[src/rtl/pd_spd_pkg.sv]
package pd_spd_pkg;

  localparam int BYTE_W = 8;
  localparam int CSUM_IDX = 63;

  typedef enum logic [2:0] {
    PH_IDLE,
    PH_DEVADDR,
    PH_POINTER,
    PH_WDATA,
    PH_SLVACK,
    PH_SEND,
    PH_MSTACK,
    PH_HOLD
  } phase_t;

  // Fixed description bytes, except the checksum slot
  function automatic logic [7:0] fixed_byte(input int unsigned idx);
    logic [7:0] v;
    case (idx)
      0: v = 8'h80;
      1: v = 8'h08;
      2: v = 8'h04;
      3: v = 8'h0B;
      4: v = 8'h08;
      default: v = (idx < CSUM_IDX) ? (8'(idx) ^ 8'h5A) : 8'hFF;
    endcase
    return v;
  endfunction

  // Modulo-256 sum of every fixed byte below the checksum slot
  function automatic logic [7:0] fixed_sum();
    logic [7:0] s;
    s = 8'h00;
    for (int i = 0; i < CSUM_IDX; i++) s = s + fixed_byte(i);
    return s;
  endfunction

  localparam logic [7:0] PRESET_CSUM = fixed_sum();

  function automatic logic [7:0] preset_byte(input int unsigned idx);
    return (idx == CSUM_IDX) ? PRESET_CSUM : fixed_byte(idx);
  endfunction

  function automatic logic dev_match(input logic [6:0] rx, input logic [3:0] family,
                                     input logic [2:0] strap);
    return rx == {family, strap};
  endfunction

endpackage

[src/rtl/pd_bus_sampler.sv]
module pd_bus_sampler #(
  parameter int SYNC_STAGES = 2
) (
  input  logic clk,
  input  logic rst_n,
  input  logic scl_i,
  input  logic sda_i,
  output logic scl_lvl,
  output logic sda_lvl,
  output logic scl_rise,
  output logic scl_fall,
  output logic start_ev,
  output logic stop_ev
);
  logic [SYNC_STAGES-1:0] scl_pipe, sda_pipe;
  logic scl_d, sda_d;

  always_ff @(posedge clk) begin
    if (!rst_n) begin
      scl_pipe <= '1;
      sda_pipe <= '1;
      scl_d    <= 1'b1;
      sda_d    <= 1'b1;
    end else begin
      scl_pipe <= (scl_pipe << 1) | SYNC_STAGES'(scl_i);
      sda_pipe <= (sda_pipe << 1) | SYNC_STAGES'(sda_i);
      scl_d    <= scl_pipe[SYNC_STAGES-1];
      sda_d    <= sda_pipe[SYNC_STAGES-1];
    end
  end

  assign scl_lvl  = scl_pipe[SYNC_STAGES-1];
  assign sda_lvl  = sda_pipe[SYNC_STAGES-1];
  assign scl_rise = scl_lvl & ~scl_d;
  assign scl_fall = ~scl_lvl & scl_d;
  // data edges qualified by SCL held high across both samples
  assign start_ev = scl_lvl & scl_d & sda_d & ~sda_lvl;
  assign stop_ev  = scl_lvl & scl_d & ~sda_d & sda_lvl;

endmodule

[src/rtl/pd_write_timer.sv]
module pd_write_timer #(
  parameter int unsigned BUSY_CLKS = 1000000
) (
  input  logic clk,
  input  logic rst_n,
  input  logic launch,
  output logic busy
);
  localparam int CW = $clog2(BUSY_CLKS + 1);

  logic [CW-1:0] left_q;

  always_ff @(posedge clk) begin
    if (!rst_n)             left_q <= '0;
    else if (launch)        left_q <= CW'(BUSY_CLKS);
    else if (left_q != '0)  left_q <= left_q - 1'b1;
  end

  assign busy = (left_q != '0);

  generate
    if (BUSY_CLKS > 0) begin : g_chk
      assert_launch_busy_R9: assert property (@(posedge clk) disable iff (!rst_n)
        launch |=> busy)
        else $error("write window did not open after a write stop");
    end
  endgenerate

endmodule

[src/rtl/pd_spd_store.sv]
module pd_spd_store
  import pd_spd_pkg::*;
#(
  parameter int MEM_BYTES = 256,
  parameter int PTR_W     = 8
) (
  input  logic              clk,
  input  logic              rst_n,
  input  logic              wr_en,
  input  logic [PTR_W-1:0]  wr_addr,
  input  logic [BYTE_W-1:0] wr_data,
  input  logic [PTR_W-1:0]  rd_addr,
  output logic [BYTE_W-1:0] rd_data
);
  localparam int HALF = MEM_BYTES / 2;

  logic [BYTE_W-1:0] user_q [HALF];
  logic              wr_user;

  // only the upper half accepts data
  assign wr_user = wr_en & wr_addr[PTR_W-1];

  always_ff @(posedge clk) begin
    if (!rst_n) begin
      for (int i = 0; i < HALF; i++) user_q[i] <= '0;
    end else if (wr_user) begin
      user_q[wr_addr[PTR_W-2:0]] <= wr_data;
    end
  end

  assign rd_data = rd_addr[PTR_W-1] ? user_q[rd_addr[PTR_W-2:0]]
                                    : preset_byte(int'(rd_addr));

endmodule

[src/rtl/pd_link_fsm.sv]
module pd_link_fsm
  import pd_spd_pkg::*;
#(
  parameter logic [3:0] DEV_FAMILY = 4'b1010,
  parameter int         PTR_W      = 8
) (
  input  logic              clk,
  input  logic              rst_n,
  input  logic              scl_lvl,
  input  logic              sda_lvl,
  input  logic              scl_rise,
  input  logic              scl_fall,
  input  logic              start_ev,
  input  logic              stop_ev,
  input  logic [2:0]        strap,
  input  logic              busy,
  input  logic [BYTE_W-1:0] rd_data,
  output logic              launch,
  output logic              wr_en,
  output logic [PTR_W-1:0]  wr_addr,
  output logic [BYTE_W-1:0] wr_data,
  output logic [PTR_W-1:0]  rd_addr,
  output logic              sda_oe
);
  localparam int CNT_W = $clog2(BYTE_W);
  localparam logic [CNT_W-1:0] LAST_BIT = CNT_W'(BYTE_W - 1);

  phase_t            ph_q, after_ack_q;
  logic [CNT_W-1:0]  bit_q;
  logic              full_q;     // eighth bit taken, or master ack bit taken
  logic [BYTE_W-1:0] rx_q, tx_q;
  logic [PTR_W-1:0]  ptr_q;
  logic              wrote_q, mack_q;
  logic              byte_end;

  assign byte_end = scl_fall & full_q;
  assign wr_en    = (ph_q == PH_WDATA) & byte_end;
  assign wr_addr  = ptr_q;
  assign wr_data  = rx_q;
  assign rd_addr  = ptr_q;
  assign launch   = stop_ev & wrote_q;

  always_ff @(posedge clk) begin
    if (!rst_n) begin
      ph_q        <= PH_IDLE;
      after_ack_q <= PH_IDLE;
      bit_q       <= '0;
      full_q      <= 1'b0;
      rx_q        <= '0;
      tx_q        <= '0;
      ptr_q       <= '0;
      wrote_q     <= 1'b0;
      mack_q      <= 1'b0;
      sda_oe      <= 1'b0;
    end else if (stop_ev) begin
      ph_q    <= PH_IDLE;
      full_q  <= 1'b0;
      wrote_q <= 1'b0;
      sda_oe  <= 1'b0;
    end else if (start_ev) begin
      ph_q   <= busy ? PH_IDLE : PH_DEVADDR;
      bit_q  <= '0;
      full_q <= 1'b0;
      sda_oe <= 1'b0;
    end else begin
      case (ph_q)
        PH_DEVADDR, PH_POINTER, PH_WDATA: begin
          if (scl_rise) begin
            rx_q  <= {rx_q[BYTE_W-2:0], sda_lvl};
            bit_q <= bit_q + 1'b1;
            if (bit_q == LAST_BIT) full_q <= 1'b1;
          end else if (byte_end) begin
            full_q <= 1'b0;
            bit_q  <= '0;
            if (ph_q == PH_DEVADDR) begin
              if (dev_match(rx_q[BYTE_W-1:1], DEV_FAMILY, strap)) begin
                sda_oe      <= 1'b1;
                ph_q        <= PH_SLVACK;
                after_ack_q <= rx_q[0] ? PH_SEND : PH_POINTER;
              end else begin
                ph_q <= PH_IDLE;
              end
            end else if (ph_q == PH_POINTER) begin
              ptr_q       <= rx_q[PTR_W-1:0];
              sda_oe      <= 1'b1;
              ph_q        <= PH_SLVACK;
              after_ack_q <= PH_WDATA;
            end else begin
              ptr_q       <= ptr_q + 1'b1;
              wrote_q     <= 1'b1;
              sda_oe      <= 1'b1;
              ph_q        <= PH_SLVACK;
              after_ack_q <= PH_WDATA;
            end
          end
        end
        PH_SLVACK: begin
          if (scl_fall) begin
            if (after_ack_q == PH_SEND) begin
              tx_q   <= rd_data;
              sda_oe <= ~rd_data[BYTE_W-1];
              ptr_q  <= ptr_q + 1'b1;
            end else begin
              sda_oe <= 1'b0;
            end
            ph_q <= after_ack_q;
          end
        end
        PH_SEND: begin
          if (scl_rise) begin
            bit_q <= bit_q + 1'b1;
            if (bit_q == LAST_BIT) full_q <= 1'b1;
          end else if (byte_end) begin
            full_q <= 1'b0;
            bit_q  <= '0;
            sda_oe <= 1'b0;
            ph_q   <= PH_MSTACK;
          end else if (scl_fall) begin
            tx_q   <= tx_q << 1;
            sda_oe <= ~tx_q[BYTE_W-2];
          end
        end
        PH_MSTACK: begin
          if (scl_rise) begin
            full_q <= 1'b1;
            mack_q <= ~sda_lvl;
          end else if (byte_end) begin
            full_q <= 1'b0;
            if (mack_q) begin
              tx_q   <= rd_data;
              sda_oe <= ~rd_data[BYTE_W-1];
              ptr_q  <= ptr_q + 1'b1;
              ph_q   <= PH_SEND;
            end else begin
              ph_q <= PH_HOLD;
            end
          end
        end
        default: ;
      endcase
    end
  end

  // own drive moves only while SCL is low (start/stop cleanup excepted)
  assert_drive_scl_low_R2: assert property (@(posedge clk) disable iff (!rst_n)
    (!$stable(sda_oe) && !$past(start_ev || stop_ev)) |-> !$past(scl_lvl))
    else $error("SDA drive changed while SCL high");

  // inside the write window the link stays idle and silent
  assert_busy_deaf_R9: assert property (@(posedge clk) disable iff (!rst_n)
    busy |-> (ph_q == PH_IDLE && !sda_oe))
    else $error("link active during write window");

  // the acknowledge slot always pulls SDA low
  assert_ack_drives_R1: assert property (@(posedge clk) disable iff (!rst_n)
    (ph_q == PH_SLVACK) |-> sda_oe)
    else $error("acknowledge slot without drive");

  // after a missing master acknowledge the line is released
  assert_nack_release_R7: assert property (@(posedge clk) disable iff (!rst_n)
    (ph_q == PH_HOLD || ph_q == PH_IDLE) |-> !sda_oe)
    else $error("SDA driven while waiting for stop");

endmodule

[src/rtl/pd_spd_slave.sv]
module pd_spd_slave
  import pd_spd_pkg::*;
#(
  parameter logic [3:0]  DEV_FAMILY   = 4'b1010,
  parameter int          MEM_BYTES    = 256,
  parameter int unsigned WR_BUSY_CLKS = 1000000,
  parameter int          SYNC_STAGES  = 2
) (
  input  logic       clk,
  input  logic       rst_n,
  input  logic       scl_i,
  input  logic       sda_i,
  input  logic [2:0] strap_sel,
  output logic       sda_oe
);
  localparam int PTR_W = $clog2(MEM_BYTES);

  logic              scl_lvl, sda_lvl, scl_rise, scl_fall, start_ev, stop_ev;
  logic              busy, launch, wr_en;
  logic [PTR_W-1:0]  wr_addr, rd_addr;
  logic [BYTE_W-1:0] wr_data, rd_data;

  pd_bus_sampler #(.SYNC_STAGES(SYNC_STAGES)) u_sampler (
    .clk(clk), .rst_n(rst_n), .scl_i(scl_i), .sda_i(sda_i),
    .scl_lvl(scl_lvl), .sda_lvl(sda_lvl), .scl_rise(scl_rise), .scl_fall(scl_fall),
    .start_ev(start_ev), .stop_ev(stop_ev)
  );

  pd_write_timer #(.BUSY_CLKS(WR_BUSY_CLKS)) u_timer (
    .clk(clk), .rst_n(rst_n), .launch(launch), .busy(busy)
  );

  pd_spd_store #(.MEM_BYTES(MEM_BYTES), .PTR_W(PTR_W)) u_store (
    .clk(clk), .rst_n(rst_n), .wr_en(wr_en), .wr_addr(wr_addr), .wr_data(wr_data),
    .rd_addr(rd_addr), .rd_data(rd_data)
  );

  pd_link_fsm #(.DEV_FAMILY(DEV_FAMILY), .PTR_W(PTR_W)) u_fsm (
    .clk(clk), .rst_n(rst_n), .scl_lvl(scl_lvl), .sda_lvl(sda_lvl),
    .scl_rise(scl_rise), .scl_fall(scl_fall), .start_ev(start_ev), .stop_ev(stop_ev),
    .strap(strap_sel), .busy(busy), .rd_data(rd_data), .launch(launch),
    .wr_en(wr_en), .wr_addr(wr_addr), .wr_data(wr_data), .rd_addr(rd_addr),
    .sda_oe(sda_oe)
  );

endmodule

[config.mk]
export PLATFORM = sky130hd
export DESIGN_NAME = pd_spd_slave
export DESIGN_NICKNAME = d
export VERILOG_FILES = /design/src/rtl/pd_spd_pkg.sv /design/src/rtl/pd_bus_sampler.sv /design/src/rtl/pd_write_timer.sv /design/src/rtl/pd_spd_store.sv /design/src/rtl/pd_link_fsm.sv /design/src/rtl/pd_spd_slave.sv
export SDC_FILE = /design/constraint.sdc
export NUM_CORES = 2
export LEC_CHECK = 0
export ABC_AREA = 0
export BUFFER_PORTS_ARGS = -buffer_cell sky130_fd_sc_hd__buf_2
export CORE_UTILIZATION = 52
export DETAILED_ROUTE_END_ITERATION = 10
export HOLD_SLACK_MARGIN = 0.1
export PLACE_DENSITY = 0.67
export SETUP_SLACK_MARGIN = 0.15
export SYNTH_ARGS = -nofsm -noshare
export SYNTH_HDL_FRONTEND = slang
export SYNTH_SLANG_ARGS = --single-unit
[constraint.sdc]
create_clock -name clk -period 5.1 [get_ports clk]
set_input_delay 1.02 -clock clk [delete_from_list [all_inputs] [get_ports clk]]
set_output_delay 1.02 -clock clk [all_outputs]
set_load 0.005 [all_outputs]
Yosys cells after proc, flatten, opt, wreduce, memory -nomap -nowiden
Memories as Yosys holds them, arrays and structs flattened. A register that Yosys moved wholly into a read port is not among the register bits.
Index checks and enable logic that the tools add are counted.
- flip-flop bits (word level): 62
- memory bits (writable): 1024
- bits of input ports: 7
- output and inout bits: 1
- logic and storage cells: 182
- memories: 1
- add/sub/neg operators: 3
- order comparisons: 1
- equal/unequal tests: 36
- multiplexer cells: 72
- bitwise logic cells: 26
- reductions and logical operators: 27
- memories (name ; depth ; width ; rd ports ; clocked after Yosys merged registers in ; write ports ; line ; text):
    u_store.user_q ; 128 ; 8 ; 1 ; 1 ; 128 ; pd_spd_store.sv:17 ; logic [BYTE_W-1:0] user_q [HALF];
- operator list (kind ; number):
    two-way mux 8 bit ; 13
    two-way mux 7 bit ; 11
    two-way mux 3 bit ; 17
    two-way mux 20 bit ; 2
    one-hot mux 8 bit (4 select lines) ; 1
    one-hot mux 8 bit (3 select lines) ; 1
    two-way mux 1 bit ; 22
    AND reduction 11 bit ; 2
    one-hot mux 7 bit (3 select lines) ; 1
    nonzero test 20 bit ; 1
    subtractor 20 x 1 -> 20 bit (second input constant) ; 1
    equality test 8 x 2 -> 1 bit (second input constant) ; 2
    equality test 3 bit (second input constant) ; 5
    inequality test 3 x 2 -> 1 bit (second input constant) ; 5
    inequality test 2 x 1 -> 1 bit (second input constant) ; 6
    inequality test 2 bit (second input constant) ; 6
    inequality test 3 bit (second input constant) ; 4
    NOT 1 bit ; 12
    one-hot mux 3 bit (4 select lines) ; 1
    AND reduction 6 bit ; 2
    AND 1 bit ; 11
    AND reduction 10 bit ; 1
    nonzero test 3 bit ; 3
    adder 8 x 1 -> 8 bit (second input constant) ; 1
    26 further kinds ; 34

Longest topological paths before layout
- depth in word-level cells: 10
- depth in mapped cells: 12
- mapped depth without buffers: 9

Cells and area by module
From an unflattened synthesis, not the netlist that was laid out.
- cells, all modules: 3671
- area total of the unflattened synthesis: 51438.1 um^2
- modules (own cells, without submodules) (module ; times used ; cells each ; area an instance (um^2) ; seq. area each (um^2)):
    pd_spd_store ; 1 ; 3252 ; 47827.1 ; 30749.5
    pd_link_fsm ; 1 ; 266 ; 2218.4 ; 720.7
    pd_write_timer ; 1 ; 137 ; 1202.4 ; 400.4
    pd_bus_sampler ; 1 ; 16 ; 190.2 ; 120.1

Worst setup path before layout
OpenSTA, ideal clock, no wires.
- path kind: input port to flip-flop
- from: input port rst_n
- to: memory u_store.user_q[78][0] (enable)
- setup time: 384 ps
- arrival: 2897 ps
- required time: 4716 ps
- slack: 1819 ps
- stages on the path: 8
- buffers on the path: 3
- path through: and2_0 and4_1 buf_4 and3_1 nand2_1 buf_2 buf_2 o21ai_0
- RTL lines (what ; line ; text):
    from (decl) ; pd_spd_slave.sv:10 ; input logic rst_n,
    to (decl) ; pd_spd_store.sv:17 ;

==> run metrics <==
first-pass GRT wire length around 210000 um; hold_buf cts 0; Min-Delay Path Class reg -> reg; Overflow after GRT 0; post-synthesis cell count between 3000 and 4000; gpl congestion 0.946; Final Hold Violating Endpoints 0; cell depth of the worst flop-to-flop path 5; FILL cells 7333; Nets ~3600; Worst Setup End Kind flip-flop; antenna cells 0; port bufs 7; row count 114; Pre-antenna DRT Iters 6; hold_sp u_sampler.sda_pipe[0]; R2R Path Start u_fsm.ph_q[1]; Crit Path Class reg -> reg; startpoint types flip-flop; Layout Cells excl Fill 4964; crit path DAT 4.32 ns; worst rel slew slack 17.9%; CTS buffer count 111; Slew Viols, Final 0; DRC viols 0; mapped cell area about 0.051 mm2; gr usage total 28.2%; FFs w/ async S/R, synth 0%; FF+latch area 0.0322 mm2; initial antenna violation count 3; Ys Warns 0; Final Critical Period roughly 4 ns; Syn Area/Cell 14.1 um2; reg2reg setup slack 1.08 ns; final WL 138000 um; die area between 0.09 and 0.1 mm2; Post-synth EDFFs between 1000 and 1500; vias in the first global route 31029; RSZ-0062 raised after global routing false; synth-to-layout area growth 10.5%; f_max 249 MHz; clock root buffer master clkbuf_16; PD cells roughly 350 mW/mm2; # H-tree levels 3; Die H 315 um; Max Cap Viol 0; Wirelength per Cell 27.8 um; Synth area leaders edfxtp_1 60%, mux4_2 12%, and2_1 11%; Netlist cell types 72; cells along the critical path and2b_1 > and4_1 > and3_1 > nand2_1 > o21ai_0; Setup TNS 0 ns; Seq cells post-synth around 1100; Worst-Skew Late Latency 0.71 ns; Die Wd 315 um; largest area contributor in the netlist edfxtp_1; final cycle utilization of the critical path 78.7%; CTS resizes 0; Vias 31351; layout cells sized above 1 18.4%; core box area 0.0969 mm2; worst hold stages 1; crit-path max cell delay between 0.9 and 1 ns; footprint of the multi-input gates 0.0173 mm2; worst vdd ir around 0.28 mV; Synth Flop Type edfxtp_1; CTS tree yes; Max clock buf depth 3; skew final approximately 0.030 ns; CP Max Fanout 18; Vias/cell 6.32; largest net degree at the start of global routing 88; status completed; Leakage 18.4 nW; HPWL after detailed placement 89500 um; Synth top area share 60.3%; Reg-to-Reg End u_store.user_q[11][2]; clock transition at the registers of the reported paths 0.06 ns; final setup fails 0; sequential share of the synthesized area 63.0%; worst-margin pin slew 1.22 ns; Initial Util 52.6%; Num Clock Sinks 1093; Post-CTS Setup Inserts 0; worst hold slack approximately 0.44 ns; Hold Path Sink u_sampler.sda_pipe[1]; post-route ant nets 0; DP Cell Count between 4000 and 5000; Syn Nets 3626; Boundary Pins 8; slowest stage cell, crit path o21ai_0; 1st-iter DRT viols around 4300; WP data required 5.41 ns
[synth_stat cells (8+ instances only)]
library cell	number
buf_2	44
inv_1	14
nand3_1	52
mux2i_1	32
buf_6	19
or3_1	8
o21ai_0	156
a22oi_1	72
a21oi_1	61
edfxtp_1	1024
nor2_2	12
and3_1	11
mux4_2	261
nor4_1	9
a221oi_1	13
a31oi_1	14
buf_4	19
nand2_1	67
xor2_1	14
clkbuf_1	225
and2_1	902
o211ai_1	9
nand2b_1	13
nor2_1	206
dfxtp_1	69
or2_2	10
nor3_1	160
nor2b_1	15
[area by class of cell]
cell class                 count  area share (%)
sequential                  1093            57.1
multi-input combinational   2186            30.7
clock buffer                 132            5.36
tap                         1276            2.84
timing repair buffer         188            2.64
clock inverter                74            1.26
inverter                      15           0.104
[cell families (layout without fill, tap and decap cells)]
family	count (synthesis)	count (layout)	synth area share, %
XOR/XNOR	19	19	0.327
AND/OR/NAND/NOR	1492	1492	16.6
adder cells (fa/ha/maj)	7	7	0.172
flip-flops	1093	1093	63.0
buffers and inverters	333	409	3.14
AO/OA/AOI/OAI	373	373	4.54
multiplexers	295	295	12.2
[worst max-delay path: cells and delay by family, from the launching register on]
family | cells | cell delay (ns)
AO/OA/AOI/OAI | 1 | 0.95
AND/OR/NAND/NOR | 4 | 1.96
flip-flops | 1 | 0.70
[placed cells by master (no fill, tap or decap), drive strengths merged, types with 68 or more instances in the layout]
master and instances:
edfxtp 1024, and2 903, mux4 261, nor2 218, buf 188, nor3 165
o21ai 157, clkbuf 132, a22oi 72, dfxtp 69, nand2 68
[metrics by stage]
stage | setup WS (ns) | instance area (um2) | power (W) | util (%)
3_5_place_dp | 0.715 | 52600 | 0.0116 | 54.3
6_report | 1.08 | 56300 | 0.0198 | 58.1
5_1_grt | 0.937 | 56300 | 0.0203 | 58.1
2_1_floorplan | 1.82 | 51000 | 0.0112 | -
4_1_cts | 1.20 | 56300 | 0.0199 | 58.1
3_3_place_gp | 0.879 | 52600 | 0.0116 | 54.3
[layer usage]
metal | wire length [um] | up-vias | GRT usage (%)
li1 | - | 13387 | -
met1 | 53900 | 15904 | 39.0
met3 | 13500 | 320 | 5.68
met2 | 65000 | 1740 | 44.1
met4 | 5690 | 0 | 11.1
met5 | 0 | - | 0
[flip-flops by register name, indices dropped and copies added (netlist names), 3 cells and up, named ones only]
signal	count
u_fsm.ph_q	3
u_timer.left_q	20
u_store.user_q	1024
u_fsm.after_ack_q	3
u_fsm.tx_q	7
u_fsm.wr_data	8
u_fsm.rd_addr	8
u_fsm.bit_q	3
[power by group]
group          internal [W]  switching (W)  leakage [nW]
logic              0.000415       0.000557          6.25
registers            0.0103       0.000217          10.3
clock network       0.00486        0.00350          1.83
total                0.0155        0.00427          18.4
[worst max path at each step]
stage | startpoint | end | slack (ns) | cells after the start
2_1_floorplan | rst_n | u_store.user_q[78][0] | 1.82 | 8
3_3_place_gp | rst_n | u_store.user_q[44][0] | 0.88 | 7
3_5_place_dp | rst_n | u_store.user_q[11][2] | 0.72 | 6
4_1_cts | u_fsm.ph_q[1] | u_store.user_q[11][2] | 1.20 | 5
5_1_grt | u_fsm.ph_q[1] | u_store.user_q[11][2] | 0.94 | 5
6_report | u_fsm.ph_q[1] | u_store.user_q[11][2] | 1.08 | 5
No activity file was read; power rests on OpenSTA's default activity.
